## config.mk

```make
export PLATFORM = sky130hd
export DESIGN_NAME = csr_exec_unit
export DESIGN_NICKNAME = d
export VERILOG_FILES = /design/src/rtl/csr_exec_pkg.sv /design/src/rtl/csr_decode.sv /design/src/rtl/csr_merge.sv /design/src/rtl/csr_exec_unit.sv
export SDC_FILE = /design/constraint.sdc
export NUM_CORES = 1
export LEC_CHECK = 0
export ABC_AREA = 0
export CORE_MARGIN = 5
export CORE_UTILIZATION = 30
export CTS_BUF_LIST = sky130_fd_sc_hd__clkbuf_8 sky130_fd_sc_hd__clkbuf_16
export CTS_CLUSTER_SIZE = 20
export DETAILED_ROUTE_END_ITERATION = 8
export PLACE_DENSITY = 0.7
export SLEW_MARGIN = 5
export SYNTH_ARGS = -nofsm -noshare
export SYNTH_HDL_FRONTEND = slang
export SYNTH_SLANG_ARGS = --single-unit
```

## constraint.sdc

```tcl
create_clock -name clk -period 2.6 [get_ports clk]
set_input_delay 0.26 -clock clk [delete_from_list [all_inputs] [get_ports clk]]
set_output_delay 0.26 -clock clk [all_outputs]
set_load 0.02 [all_outputs]
```

## src/rtl/csr_exec_pkg.sv

```systemverilog
package csr_exec_pkg;

    localparam logic [6:0] SYS_OPCODE = 7'b1110011;

    typedef enum logic [1:0] {
        OP_NONE  = 2'b00,
        OP_SWAP  = 2'b01,
        OP_SET   = 2'b10,
        OP_CLEAR = 2'b11
    } csr_op_e;

    typedef enum logic {
        ST_IDLE   = 1'b0,
        ST_RESULT = 1'b1
    } exec_state_e;

endpackage

```

## src/rtl/csr_decode.sv

```systemverilog
module csr_decode
    import csr_exec_pkg::*;
#(
    parameter int INSTR_W = 32,
    parameter int ADDR_W  = 12,
    parameter int IDX_W   = 5
) (
    input  logic [INSTR_W-1:0] instr,
    output csr_op_e            op,
    output logic               use_imm,
    output logic [IDX_W-1:0]   rd_idx,
    output logic [IDX_W-1:0]   src_idx,
    output logic [ADDR_W-1:0]  reg_num
);
    localparam int RD_LO  = 7;
    localparam int F3_LO  = RD_LO + IDX_W;
    localparam int SRC_LO = F3_LO + 3;

    logic [2:0] f3;

    assign f3      = instr[F3_LO +: 3];
    assign rd_idx  = instr[RD_LO +: IDX_W];
    assign src_idx = instr[SRC_LO +: IDX_W];
    assign reg_num = instr[INSTR_W-1 -: ADDR_W];
    assign use_imm = f3[2];

    always_comb begin
        op = OP_NONE;
        if (instr[6:0] == SYS_OPCODE) begin
            unique case (f3[1:0])
                2'b01:   op = OP_SWAP;
                2'b10:   op = OP_SET;
                2'b11:   op = OP_CLEAR;
                default: op = OP_NONE;
            endcase
        end
    end

endmodule

```

## src/rtl/csr_merge.sv

```systemverilog
module csr_merge
    import csr_exec_pkg::*;
#(
    parameter int XLEN = 32
) (
    input  csr_op_e          op,
    input  logic [XLEN-1:0]  old_val,
    input  logic [XLEN-1:0]  src_val,
    input  logic [XLEN-1:0]  wr_mask,
    output logic [XLEN-1:0]  new_val
);
    logic [XLEN-1:0] raw;

    always_comb begin
        unique case (op)
            OP_SWAP:  raw = src_val;
            OP_SET:   raw = old_val | src_val;
            OP_CLEAR: raw = old_val & ~src_val;
            default:  raw = old_val;
        endcase
    end

    // protected bits always come from the old value
    assign new_val = (old_val & ~wr_mask) | (raw & wr_mask);

endmodule

```

## src/rtl/csr_exec_unit.sv

```systemverilog
module csr_exec_unit
    import csr_exec_pkg::*;
#(
    parameter int XLEN   = 32,
    parameter int ADDR_W = 12,
    parameter int IDX_W  = 5
) (
    input  logic              clk,
    input  logic              rst_n,
    input  logic              instr_valid,
    input  logic [31:0]       instr,
    input  logic [XLEN-1:0]   rs1_val,
    output logic              csr_re,
    output logic              csr_we,
    output logic [ADDR_W-1:0] csr_addr,
    output logic [XLEN-1:0]   csr_wdata,
    input  logic [XLEN-1:0]   csr_rdata,
    input  logic [XLEN-1:0]   csr_wmask,
    output logic              rd_we,
    output logic [IDX_W-1:0]  rd_addr,
    output logic [XLEN-1:0]   rd_wdata,
    output logic              illegal
);
    localparam int PAD_W = XLEN - IDX_W;

    csr_op_e          op;
    logic             use_imm;
    logic [IDX_W-1:0] rd_idx;
    logic [IDX_W-1:0] src_idx;
    logic [XLEN-1:0]  src_val;

    logic acc, is_swap, wants_wr, wants_rd, ro_reg, fault, wb_next;

    exec_state_e state_q, state_d;
    logic              wb_q, fault_q;
    logic [IDX_W-1:0]  rd_q;
    logic [XLEN-1:0]   data_q;

    csr_decode #(
        .INSTR_W (32),
        .ADDR_W  (ADDR_W),
        .IDX_W   (IDX_W)
    ) u_dec (
        .instr   (instr),
        .op      (op),
        .use_imm (use_imm),
        .rd_idx  (rd_idx),
        .src_idx (src_idx),
        .reg_num (csr_addr)
    );

    assign src_val = use_imm ? {{PAD_W{1'b0}}, src_idx} : rs1_val;

    csr_merge #(
        .XLEN (XLEN)
    ) u_merge (
        .op      (op),
        .old_val (csr_rdata),
        .src_val (src_val),
        .wr_mask (csr_wmask),
        .new_val (csr_wdata)
    );

    // access control
    assign acc      = instr_valid && (op != OP_NONE);
    assign is_swap  = (op == OP_SWAP);
    assign wants_wr = is_swap || (src_idx != '0);
    assign wants_rd = !is_swap || (rd_idx != '0);
    assign ro_reg   = (csr_addr[ADDR_W-1 -: 2] == 2'b11);
    assign fault    = acc && wants_wr && ro_reg;
    assign csr_re   = acc && wants_rd && !fault;
    assign csr_we   = acc && wants_wr && !fault;
    assign wb_next  = acc && !fault && (rd_idx != '0);

    // next-state logic
    always_comb begin
        state_d = state_q;
        unique case (state_q)
            ST_IDLE:   state_d = acc ? ST_RESULT : ST_IDLE;
            ST_RESULT: state_d = acc ? ST_RESULT : ST_IDLE;
            default:   state_d = ST_IDLE;
        endcase
    end

    // state register
    always_ff @(posedge clk or negedge rst_n) begin
        if (!rst_n) state_q <= ST_IDLE;
        else        state_q <= state_d;
    end

    // result register
    always_ff @(posedge clk or negedge rst_n) begin
        if (!rst_n) begin
            wb_q    <= 1'b0;
            fault_q <= 1'b0;
            rd_q    <= '0;
            data_q  <= '0;
        end else begin
            wb_q    <= wb_next;
            fault_q <= fault;
            if (acc) begin
                rd_q   <= rd_idx;
                data_q <= csr_rdata;
            end
        end
    end

    assign rd_we    = (state_q == ST_RESULT) && wb_q;
    assign illegal  = (state_q == ST_RESULT) && fault_q;
    assign rd_addr  = rd_q;
    assign rd_wdata = data_q;

endmodule

```

## Yosys cells after proc, flatten, opt, wreduce, memory -nomap -nowiden

Index checks and enable logic that the tools add are counted.

- Eq/ne operators: 8
- Mux-type cells: 5
- Bitwise gates (word level): 7
- Reductions and logical operators: 17

Operators by type and width:

| cell | number |
|---|---|
| AND 32 bit | 3 |
| case mux 32 bit (3 select lines) | 1 |
| inverter 32 bit | 2 |
| bitwise OR 32 bit | 2 |
| 2-to-1 mux 32 bit | 1 |
| == test 2 bit, second input constant | 5 |
| logical AND 1 bit | 10 |
| nonzero test 5 bit | 2 |
| == test 7 bit, second input constant | 1 |
| case mux 2 bit (3 select lines) | 1 |
| == test 2 x 1 -> 1 bit, second input constant | 2 |
| logical NOT 1 bit | 2 |
| logical OR 1 bit | 2 |
| 2-to-1 mux 2 bit | 1 |
| nonzero test 2 bit | 1 |
| 2-to-1 mux 1 bit | 1 |

- Bits in registers: 40
- Bits of input ports: 131
- Output and inout bits: 85
- Logic and storage cells: 42

## Longest topological paths before layout

- Depth in word-level cells: 10
- Gate-level depth with buffers: 8
- Mapped depth without buffers: 5

## Cells and area by module

From an unflattened synthesis, not the netlist that was laid out.

- Cells, all modules: 381
- Area, all modules: 3035.4 µm²

By module, submodules not included:

| module | instances | cells each | area each (µm²) | seq. area each (µm²) |
|---|---|---|---|---|
| csr_exec_unit | 1 | 210 | 1789.2 | 1001.0 |
| csr_merge | 1 | 142 | 1041.0 | 0.0 |
| csr_decode | 1 | 29 | 205.2 | 0.0 |

## Least setup slack after synthesis

OpenSTA, ideal clock, no wires.

- Kind: in2out
- Start point: in instr[2]
- End point: out csr_wdata[10]
- Arrival: 1681 ps
- Required time: 2340 ps
- Slack: 659 ps
- Stages: 6
- Buffers on the path: 2
- Path through: and4b_1 -> buf_2 -> clkbuf_1 -> nand4b_1 -> mux2i_1 -> nor3_1

- Cells in the longest elaborated chain, start to end: 6
- Elaborated cells on any way between the ends: 8
- Classes of those cells: eq/ne (4); mux (2); bitwise (2)

Ends and longest elaborated chain:

| item | RTL line | RTL |
|---|---|---|
| start, declared | csr_exec_unit.sv:11 | `input logic [31:0] instr,` |
| == test 7 bit (*) | csr_decode.sv:29 | `if (instr[6:0] == SYS_OPCODE) begin` |
| 2-to-1 mux 2 bit (*) | csr_decode.sv:29 |  |
| == test 2 bit or == test 2 x 1 -> 1 bit (tied branches) | csr_merge.sv:15 | `unique case (op)` |
| case mux 32 bit (3 select lines) (*) | csr_merge.sv:15 |  |
| AND 32 bit (*) | csr_merge.sv:24 | `assign new_val = (old_val & ~wr_mask) \| (raw & wr_mask);` |
| bitwise OR 32 bit (*) | csr_merge.sv:24 |  |
| end, declared | csr_exec_unit.sv:16 | `output logic [XLEN-1:0] csr_wdata,` |

Mark *: on every way between the ends. The rest lies on a longest branch, timed or not.

## Final worst setup path

- Start point: in instr[2]
- End point: out csr_wdata[0]

Same word-level chain as after synthesis.

==> out/metrics.yaml <==
synthTopCellsByCount: "nor3_1, dfrtp_1, a21oi_1"
drc: 0
synth_area_um2: 3240
drtPass1Iterations: 6
synth_ff_type: "dfrtp_1"
yosysMostFrequentCell: "nor3_1"
mappedNetlistNets: 496
post_drt_via_cell_ratio: 5.16
min_path_type: "in2async"
finalClockSkew_ns: 0
die_h_um: 114
required_ns: 2.34
post_cts_buffers: 0
grt_overflow: 0
num_vias: 3563
cp-start-kind: "input pin"
synth-async-reset-ratio: 1.00
min_period_ns: 2.52
place_ws_ns: -0.0647
p_per_area_nw_per_um2: 353
fin_nets: 681
chipWidth_um: 114
drt_iter0_drc: 223
timing.final.ws_setup_ns: 0.0826
synthTopCellsByArea: "dfrtp_1, mux2_2, nor3_1"
ant_nets: 0
multi_input_area_um2: 2020
fin_area_um2: 5530
slew_viol_final: 0
grt_max_degree: 41
path_class: "in2out"
syn_inst: 365
finalSetupViolations: 0
clock_path_buffers: 2
p_leak_uw: 0.00257
timing.max_cap.violations: 0
numPortBuffers: 195
ys_ff_latch: 40
nFillCells: 1005
cts_tree: "done"
status: "completed"
irDropWorstVdd_mv: 0.233
start_util: 0.303
cp-end-kind: "output port"
synth_area_leader_cell: "dfrtp_1"
reg2reg_depth: 1
placed_cell_area_um2: 5400
clock-sinks: 40
hpwl_mm: 9.29
r2r_start: "rd_wdata[2]"
ys_warn_count: 0
fin_cells: 691
yosysSeqAreaShare: 0.309
critPathArrivalTime_ns: 2.26
n_antenna_cell: 0
dp_cells: 683
cts_buffers: 5
gr-usage-all-layers: 0.181
area_growth_pct: 70.7
fp-row-count: 38
worst_slew_pin_slew_ns: 0.994
avgSynthCellArea_um2: 8.88
cts_hold_buffers: 0
grt_pass1_vias: 3798
crit_fanout: 33
dieArea_um2: 13000
ios: 216
fp.coreArea_um2: 10700
grt_antenna_before_repair: 0
root_buffer: "clkbuf_8"
final-seq-area_um2: 1000
fmax_mhz: 397
grt_pass1_wl_mm: 18.9
cts.clk_slew.worst_paths_ns: 0.09
gp_congestion: 0.799
htreeDepth: 2
synth_top_area_frac: 0.309
synth_edf_count: 0
clk_latency_ns: 0.29
rrSetupSlack_ns: 1.83
relSlewSlack: 0.337
period_share: 0.968
synth.distinct_cells: 26
hold_viol: 0
rsz0062_at_grt: "false"
r2r-end: "rd_wdata[2]"
routedWlPerCell_um: 17.9
drive_gt1_frac: 0.140
routed_wl_mm: 12.4
## cell families (layout without fill, tap and decap cells)
family,after synthesis,after routing,synth area share
multiplexers,69,69,0.239
AO/OA/AOI/OAI,43,43,0.0741
flip-flops,40,40,0.309
buffers and inverters,42,228,0.0687
AND/OR/NAND/NOR,171,171,0.310
## worst max path at each step
stage,start,to
global placement,instr[6],csr_wdata[31]
CTS,instr[6],csr_wdata[28]
detailed placement,instr[6],csr_wdata[31]
global route,instr[2],csr_wdata[3]
floorplan,instr[2],csr_wdata[10]
finish,instr[2],csr_wdata[0]
## worst max-delay path, cell delays in order
cell and delay (ns):
clkdlybuf4s50_1 0.45, and4b_1 0.22, buf_12 0.18, and4b_1 0.22, a21oi_1 0.13, o211a_1 0.15, clkdlybuf4s50_1 0.63
## layout make-up
cell class | count | area share
multi-input combinational | 283 | 0.365
inverter | 1 | 0.000679
tap | 140 | 0.0317
sequential | 40 | 0.181
timing repair buffer | 219 | 0.399
clock inverter | 1 | 0.00543
clock buffer | 7 | 0.0174
## per-stage QoR
| step | utilization | setup TNS (ns) | hold WS (ns) | power (uW) |
|---|---|---|---|---|
| 2_1_floorplan | - | 0 | -0.0356 | 998 |
| 3_3_place_gp | 0.505 | -0.103 | 0.458 | 1400 |
| 3_5_place_dp | 0.505 | -0.299 | 0.481 | 1410 |
| 4_1_cts | 0.514 | 0 | 0.150 | 1980 |
| 5_1_grt | 0.517 | 0 | 0.195 | 2040 |
| 6_report | 0.517 | 0 | 0.122 | 1950 |
## placed cells by master (no fill, tap or decap), types with 6 or more instances in the layout
cell	count
mux2_4	8
a21oi_1	38
nor3_1	56
dlygate4sd2_1	18
nand2_1	30
clkdlybuf4s50_1	165
dlymetal6s2s_1	11
and4b_1	7
clkbuf_8	7
nor2b_1	28
nand4b_1	27
mux2i_1	27
dfrtp_1	40
mux2_2	34
nor2_1	6
buf_12	6
buf_4	18
## registers in the layout, summed over array words and instances (netlist names)
| register | count |
|---|---|
| wb_q | 1 |
| rd_addr | 5 |
| rd_wdata | 32 |
| fault_q | 1 |
| state_q | 1 |
## per-layer routing
| metal | up-vias | track usage | wire (um) |
|---|---|---|---|
| li1 | 1688 | - | - |
| met1 | 1686 | 0.196 | 4850 |
| met2 | 154 | 0.333 | 6320 |
| met3 | 35 | 0.0515 | 915 |
| met4 | 0 | 0.0633 | 316 |
| met5 | - | 0 | 0 |
## report_power, final
group	switching, uW	internal [uW]
Sequential	19.9	660
Combinational	314	385
Clock	233	339
Total	566	1380
## timing repair
| action | in CTS | in global routing |
|---|---|---|
| hold endpoints to repair | 0 | 0 |
| pin swaps | 0 | 0 |
| resized for setup | 18 | 11 |
| setup endpoints to repair | 18 | 11 |
Power figures use the tool's default switching activity.
